--- config.mk ---
export PLATFORM = sky130hd
export DESIGN_NAME = preadd_mul_stage
export DESIGN_NICKNAME = d
export VERILOG_FILES = /design/src/rtl/pms_pkg.sv /design/src/rtl/pms_reg.sv /design/src/rtl/pms_pipe.sv /design/src/rtl/pms_arith.sv /design/src/rtl/preadd_mul_stage.sv
export SDC_FILE = /design/constraint.sdc
export NUM_CORES = 2
export LEC_CHECK = 0
export BUFFER_PORTS_ARGS = -buffer_cell sky130_fd_sc_hd__clkbuf_2
export CAP_MARGIN = 30
export CORE_UTILIZATION = 40
export CTS_CLUSTER_SIZE = 20
export DETAILED_ROUTE_END_ITERATION = 12
export PLACE_DENSITY = 0.56
export RECOVER_POWER = 50
export SLEW_MARGIN = 20
export SYNTH_ARGS = -nofsm -noshare
export SYNTH_HDL_FRONTEND = slang
export SYNTH_SLANG_ARGS = --single-unit
--- constraint.sdc ---
create_clock -name clk -period 22.8 [get_ports clk]
set_input_delay 4.56 -clock clk [delete_from_list [all_inputs] [get_ports clk]]
set_output_delay 4.56 -clock clk [all_outputs]
set_load 0.01 [all_outputs]
--- src/rtl/pms_pkg.sv ---
package pms_pkg;

  typedef enum logic [1:0] {
    PRE_A   = 2'b00,
    PRE_ADD = 2'b01,
    PRE_SUB = 2'b10,
    PRE_D   = 2'b11
  } pms_preop_e;

  typedef struct packed {
    logic       cat;
    pms_preop_e op;
  } pms_ctl_t;

endpackage

--- src/rtl/pms_reg.sv ---
module pms_reg #(
  parameter int W = 8
) (
  input  logic         clk,
  input  logic         rst,
  input  logic         ce,
  input  logic [W-1:0] d,
  output logic [W-1:0] q
);

  always_ff @(posedge clk) begin
    if (rst)      q <= '0;
    else if (ce)  q <= d;
  end

  // reset clears regardless of enable
  p_rst_clear_r6: assert property (@(posedge clk) rst |=> (q == '0));

  // enable low holds the value
  p_hold_r5: assert property (@(posedge clk) disable iff (rst) !ce |=> $stable(q));

endmodule

--- src/rtl/pms_pipe.sv ---
module pms_pipe #(
  parameter int W      = 8,
  parameter int STAGES = 2,
  parameter int CE_W   = 2
) (
  input  logic            clk,
  input  logic            rst,
  input  logic [CE_W-1:0] ce,
  input  logic [W-1:0]    d,
  output logic [W-1:0]    q
);

  logic [W-1:0] s [STAGES+1];

  assign s[0] = d;

  generate
    for (genvar i = 0; i < STAGES; i++) begin : g_stg
      pms_reg #(.W(W)) u_reg (
        .clk (clk),
        .rst (rst),
        .ce  (ce[i]),
        .d   (s[i]),
        .q   (s[i+1])
      );
    end
  endgenerate

  assign q = s[STAGES];

endmodule

--- src/rtl/pms_arith.sv ---
module pms_arith
  import pms_pkg::*;
#(
  parameter int A_W  = 30,
  parameter int B_W  = 18,
  parameter int MA_W = 25,
  parameter int P_W  = 48
) (
  input  logic [A_W-1:0]  a,
  input  logic [B_W-1:0]  b,
  input  logic [MA_W-1:0] d,
  input  pms_ctl_t        ctl,
  output logic [MA_W-1:0] pre_sum,
  output logic [P_W-1:0]  m_next
);

  localparam int PROD_W = MA_W + B_W;
  localparam int EXT_W  = P_W - PROD_W;

  function automatic logic [MA_W-1:0] f_preadd(pms_preop_e op,
                                               logic [MA_W-1:0] al,
                                               logic [MA_W-1:0] dv);
    logic [MA_W-1:0] r;
    case (op)
      PRE_ADD: r = al + dv;
      PRE_SUB: r = al - dv;
      PRE_D:   r = dv;
      default: r = al;
    endcase
    return r;
  endfunction

  function automatic logic [P_W-1:0] f_mul_ext(logic [MA_W-1:0] x,
                                               logic [B_W-1:0]  y);
    logic signed [PROD_W-1:0] pr;
    pr = $signed(x) * $signed(y);
    return {{EXT_W{pr[PROD_W-1]}}, pr};
  endfunction

  logic [P_W-1:0] prod_ext;

  always_comb begin
    pre_sum  = f_preadd(ctl.op, a[MA_W-1:0], d);
    prod_ext = f_mul_ext(pre_sum, b);
    m_next   = ctl.cat ? {a, b} : prod_ext;
  end

endmodule

--- src/rtl/preadd_mul_stage.sv ---
module preadd_mul_stage
  import pms_pkg::*;
#(
  parameter int A_W        = 30,
  parameter int B_W        = 18,
  parameter int MA_W       = 25,
  parameter int A_STAGES   = 2,
  parameter int B_STAGES   = 2,
  parameter int D_STAGES   = 2,
  parameter int CTL_STAGES = 2
) (
  input  logic                 clk,
  input  logic [A_W-1:0]       a_in,
  input  logic [B_W-1:0]       b_in,
  input  logic [MA_W-1:0]      d_in,
  input  logic                 mode_cat,
  input  logic [1:0]           pre_op,
  input  logic [1:0]           ce_a,
  input  logic [1:0]           ce_b,
  input  logic                 ce_d,
  input  logic                 ce_ctl,
  input  logic                 ce_m,
  input  logic                 ce_p,
  input  logic                 rst_a,
  input  logic                 rst_b,
  input  logic                 rst_d,
  input  logic                 rst_ctl,
  input  logic                 rst_m,
  input  logic                 rst_p,
  output logic [A_W+B_W-1:0]   p_out
);

  localparam int P_W    = A_W + B_W;
  localparam int PROD_W = MA_W + B_W;
  localparam int CTL_W  = $bits(pms_ctl_t);

  logic [A_W-1:0]   a_st;
  logic [B_W-1:0]   b_st;
  logic [MA_W-1:0]  d_st;
  logic [CTL_W-1:0] ctl_in_v, ctl_st_v;
  pms_ctl_t         ctl_in, ctl_st;
  logic [MA_W-1:0]  pre_sum;
  logic [P_W-1:0]   m_next, m_q, p_q;
  logic             ctl_cat;

  assign ctl_in.cat = mode_cat;
  assign ctl_in.op  = pms_preop_e'(pre_op);
  assign ctl_in_v   = ctl_in;
  assign ctl_st     = pms_ctl_t'(ctl_st_v);
  assign ctl_cat    = ctl_st.cat;

  pms_pipe #(.W(A_W), .STAGES(A_STAGES)) u_a_pipe (
    .clk(clk), .rst(rst_a), .ce(ce_a), .d(a_in), .q(a_st));

  pms_pipe #(.W(B_W), .STAGES(B_STAGES)) u_b_pipe (
    .clk(clk), .rst(rst_b), .ce(ce_b), .d(b_in), .q(b_st));

  pms_pipe #(.W(MA_W), .STAGES(D_STAGES)) u_d_pipe (
    .clk(clk), .rst(rst_d), .ce({ce_d, ce_d}), .d(d_in), .q(d_st));

  pms_pipe #(.W(CTL_W), .STAGES(CTL_STAGES)) u_ctl_pipe (
    .clk(clk), .rst(rst_ctl), .ce({ce_ctl, ce_ctl}), .d(ctl_in_v), .q(ctl_st_v));

  pms_arith #(.A_W(A_W), .B_W(B_W), .MA_W(MA_W), .P_W(P_W)) u_arith (
    .a(a_st), .b(b_st), .d(d_st), .ctl(ctl_st),
    .pre_sum(pre_sum), .m_next(m_next));

  pms_reg #(.W(P_W)) u_m_reg (
    .clk(clk), .rst(rst_m), .ce(ce_m), .d(m_next), .q(m_q));

  pms_reg #(.W(P_W)) u_p_reg (
    .clk(clk), .rst(rst_p), .ce(ce_p), .d(m_q), .q(p_q));

  assign p_out = p_q;

  // a product loaded into M is sign-extended across the top bits
  p_mul_sext_r1: assert property (@(posedge clk) disable iff (rst_m)
    (ce_m && !ctl_cat) |=>
      ((m_q[P_W-1:PROD_W-1] == '0) || (&m_q[P_W-1:PROD_W-1])));

  // concatenate mode places staged A high and staged B low
  p_cat_upper_r3: assert property (@(posedge clk) disable iff (rst_m)
    (ce_m && ctl_cat) |=> (m_q[P_W-1:B_W] == $past(a_st)));
  p_cat_lower_r3: assert property (@(posedge clk) disable iff (rst_m)
    (ce_m && ctl_cat) |=> (m_q[B_W-1:0] == $past(b_st)));

  // bypass encodings pass the selected operand through the pre-adder
  p_pre_bypass_r2: assert property (@(posedge clk) disable iff (rst_ctl)
    (ctl_st.op == PRE_A) |-> (pre_sum == a_st[MA_W-1:0]));
  p_pre_donly_r2: assert property (@(posedge clk) disable iff (rst_ctl)
    (ctl_st.op == PRE_D) |-> (pre_sum == d_st));

  // output register takes the product register one edge later
  p_out_follows_r4: assert property (@(posedge clk) disable iff (rst_p)
    ce_p |=> (p_q == $past(m_q)));

endmodule

==> load_flow_metrics.sql <==
INSERT INTO impl_metrics (metric_group, metric, value, unit) VALUES
('sta', 'max-slew-margin-rel', '-135', '%'),
('grt', 'global_route_wire_length_before_repair', '121', 'mm'),
('grt', 'globalRouteOverflowTotal', '0', ''),
('job', 'max_cap_violations', '3', ''),
('detailed_routing', 'drt-total-wl', '74.4', 'mm'),
('detailed_routing', 'detail_route.drc_violations', '0', ''),
('die', 'top_level_ports', '139', ''),
('logic_synthesis', 'mappedNetlistNets', '3699', ''),
('power', 'power_density', '41.3', 'nW/µm²'),
('clock_network', 'number_of_h_tree_levels', '1', ''),
('detailed_routing', 'number_of_vias_after_detailed_routing', '20400', ''),
('power', 'swShare', '32.1', '%'),
('clock_network', 'clock_latency', '0.57', 'ns'),
('outcome', 'status', 'finished with violations', ''),
('layout', 'final_nets', '3755', ''),
('die', 'floorplan.die_area', '69200', 'µm²'),
('sta', 'worst-slew-pin-transition', '3.52', 'ns'),
('detailed_routing', 'post_route_ant_nets', '0', ''),
('detailed_routing', 'drtIter0Drc', '1288', ''),
('layout', 'antenna_cells', '0', ''),
('logic_synthesis', 'post-synth-top-area-fraction', '32.4', '%'),
('logic_synthesis', 'ys_ff_latch', '248', ''),
('placed_design', 'port_buffers', '138', ''),
('detailed_routing', 'drt-met1-wl', '32.3', 'mm'),
('detailed_routing', 'wl_met2', '37.6', 'mm'),
('clock_network', 'cts_tree', 'yes', ''),
('setup_path', 'timing.critical_path.fanout_max', '24', ''),
('clock_network', 'post_cts_resized', '0', ''),
('layout', 'utilization', '44.3', '%'),
('power', 'peakVddDrop', '0.0517', 'mV'),
('layout', 'filler_cell_count', '6557', ''),
('setup_path', 'worst_ep_required_time', '23.30', 'ns'),
('logic_synthesis', 'count_of_flip_flops_with_a_built_in_enable_after_synthesis', '0', ''),
('logic_synthesis', 'ys_types', '77', ''),
('placed_design', 'hpwlAfterDp', '58.2', 'mm'),
('detailed_routing', 'highest-signal-layer', 'met4', ''),
('layout', 'drive_gt1_share', '8.37', '%'),
('power', 'power.share.clock', '37.1', '%'),
('logic_synthesis', 'synth_sequential_area_ratio', '18.2', '%'),
('clock_network', 'cts-root-to-sink-buffers', '3', ''),
('power', 'share_comb_of_total_power', '24.5', '%'),
('logic_synthesis', 'ys_top_cells_by_area', 'fa_1, dfxtp_1, mux2i_1', ''),
('detailed_routing', 'detail_route.vias_per_cell', '5.14', ''),
('detailed_routing', 'drt-pass1-iter-count', '5', ''),
('placed_design', 'place_ws', '11.85', 'ns'),
('logic_synthesis', 'syn_avg_cell_area', '9.00', 'µm²'),
('clock_network', 'ctsRootBufferMaster', 'clkbuf_16', ''),
('logic_synthesis', 'cell_taking_the_most_area_after_synthesis', 'fa_1', ''),
('power', 'pwr-share-seq', '38.5', '%'),
('sta', 'setup-tns-final', '0', 'ns'),
('sta', 'final_setup_fails', '0', ''),
('sta', 'finalClockSkew', '0.0168', 'ns'),
('logic_synthesis', 'synth-async-reset-ratio', '0', '%'),
('grt', 'grt_pass1_vias', '21800', ''),
('detailed_routing', 'wl_met3', '3.00', 'mm'),
('sta', 'post-route-worst-setup-slack', '11.77', 'ns'),
('outcome', 'violations', 'capacitance limit, slew limit', ''),
('grt', 'initial_antenna_violation_count', '1', ''),
('clock_network', 'cts_inserted_buffers', '27', ''),
('clock_network', 'cts.clk_slew.worst_paths', '0.06', 'ns'),
('clock_network', 'clkSinkCount', '248', ''),
('power', 'power.switching', '0.394', 'mW'),
('sta', 'min_period', '11.03', 'ns'),
('setup_path', 'critical_path.startpoint_type', 'flip-flop', ''),
('power', 'intPower', '0.836', 'mW'),
('sta', 'timing_max_transition_violations_final', '119', ''),
('sta', 'fmaxAchievable', '90.7', 'MHz'),
('clock_network', 'cts_hold_repair.buffers', '0', ''),
('power', 'leakage', '14.5', 'nW'),
('grt', 'grt_start_max_net_pins', '86', ''),
('die', 'placement_rows', '95', '');
[power groups by stage]
stage                     sequential [mW]  clock, mW  combinational [mW]
after floorplan                     0.475          0               0.211
final                               0.473      0.456               0.301
after detailed placement            0.483          0               0.296
after CTS                           0.474      0.466               0.298
after global routing                0.476      0.486               0.333
after global placement              0.483          0               0.293
[through the flow]
stage / instances / instance area, µm²
6_report: 3980 / 29800
5_1_grt: 3980 / 29800
4_1_cts: 3975 / 29700
3_5_place_dp: 3926 / 28800
3_3_place_gp: 3924 / 28800
2_1_floorplan: 3031 / 27300
[layout by cell type, fill, tap and decap left out, types with 4 or more instances in the layout]
cell type	count
xnor2_1	62
o221a_2	6
ha_1	135
o21a_1	9
o221ai_1	5
a211oi_1	22
nor2_1	309
a21o_1	26
clkbuf_2	133
o21bai_1	9
o22ai_1	5
nand4_1	7
a221oi_1	12
nor4_1	4
o21ai_0	50
o21ai_1	8
or2_2	6
o31ai_1	4
nand2b_1	24
buf_4	46
xor2_1	17
and3_1	8
nor3_1	16
inv_1	519
and2_1	161
nand3_1	14
dfxtp_1	246
a211o_1	4
nor2b_1	29
fa_1	442
a22oi_1	7
mux2i_1	218
a21oi_1	67
clkbuf_1	16
nand2_1	322
o211ai_1	20
clkbuf_16	27
a31oi_1	14
[layout make-up]
| type | count | share of cell area [%] |
|---|---|---|
| flip-flops and latches | 248 | 16.7 |
| well taps | 873 | 3.67 |
| repair buffers | 193 | 3.83 |
| clock buffers | 36 | 2.45 |
| multi-input cells | 2098 | 66.2 |
| inverters | 519 | 6.54 |
| clock inverters | 13 | 0.605 |
[flip-flops by register name, summed over array words and instances (netlist names)]
signal and flops:
u_m_reg.q 48, u_ctl_pipe.g_stg.u_reg.q 6, u_p_reg.q 48, u_d_pipe.g_stg.u_reg.q 50
u_b_pipe.g_stg.u_reg.q 36, u_a_pipe.g_stg.u_reg.q 60
[worst min-delay path, cell delays in order, from the launching register on]
cell	delay [ns]
dfxtp_1	0.32
nand2b_1	0.07
a21oi_1	0.06
[synthesized netlist by cell type (6+ instances only)]
library cell    n
o211ai_1       20
nand2b_1       24
fa_1          442
o221a_2         6
xnor2_1        62
inv_1         519
buf_1          24
nor3_1         16
and3_1          8
o21ai_0        50
nor2b_1        29
a211oi_1       22
clkbuf_1      135
a221oi_1       12
nor2_1        309
mux2i_1       218
nand4_1         7
ha_1          135
and2_1        161
o21bai_1        9
o21a_1          9
xor2_1         17
or2_2           6
a21o_1         26
a22oi_1         7
dfxtp_1       248
o21ai_1        10
nand2_1       322
nand3_1        14
a21oi_1        68
a31oi_1        14
[path summary, 6_finish.rpt]
path / to / startpoint / slack [ns] / cells after the start
setup reg to reg: u_m_reg.q[42] / u_d_pipe.g_stg[1].u_reg.q[2] / 11.77 / 36
hold reg to reg: u_m_reg.q[0] / u_m_reg.q[0] / 0.49 / 2
setup / recovery: u_m_reg.q[42] / u_d_pipe.g_stg[1].u_reg.q[2] / 11.77 / 36
hold / removal: u_m_reg.q[0] / u_m_reg.q[0] / 0.49 / 2
[kinds of logic after synthesis]
logic type	count (synthesis)	share of synthesized area (%)
AOI/OAI and AO/OA	301	7.51
buffers and inverters	685	9.50
muxes	221	8.14
xor gates and xnor gates	80	2.60
and+or+nand+nor	919	15.4
adders and majority gates	577	38.6
DFF	248	18.2
[metal layers]
layer,up-vias,GRT usage (%)
met1,10400,29.3
met5,-,0
met4,0,4.28
met2,473,38.6
li1,9515,-
met3,84,1.93
(Power assumes the default switching activity.)
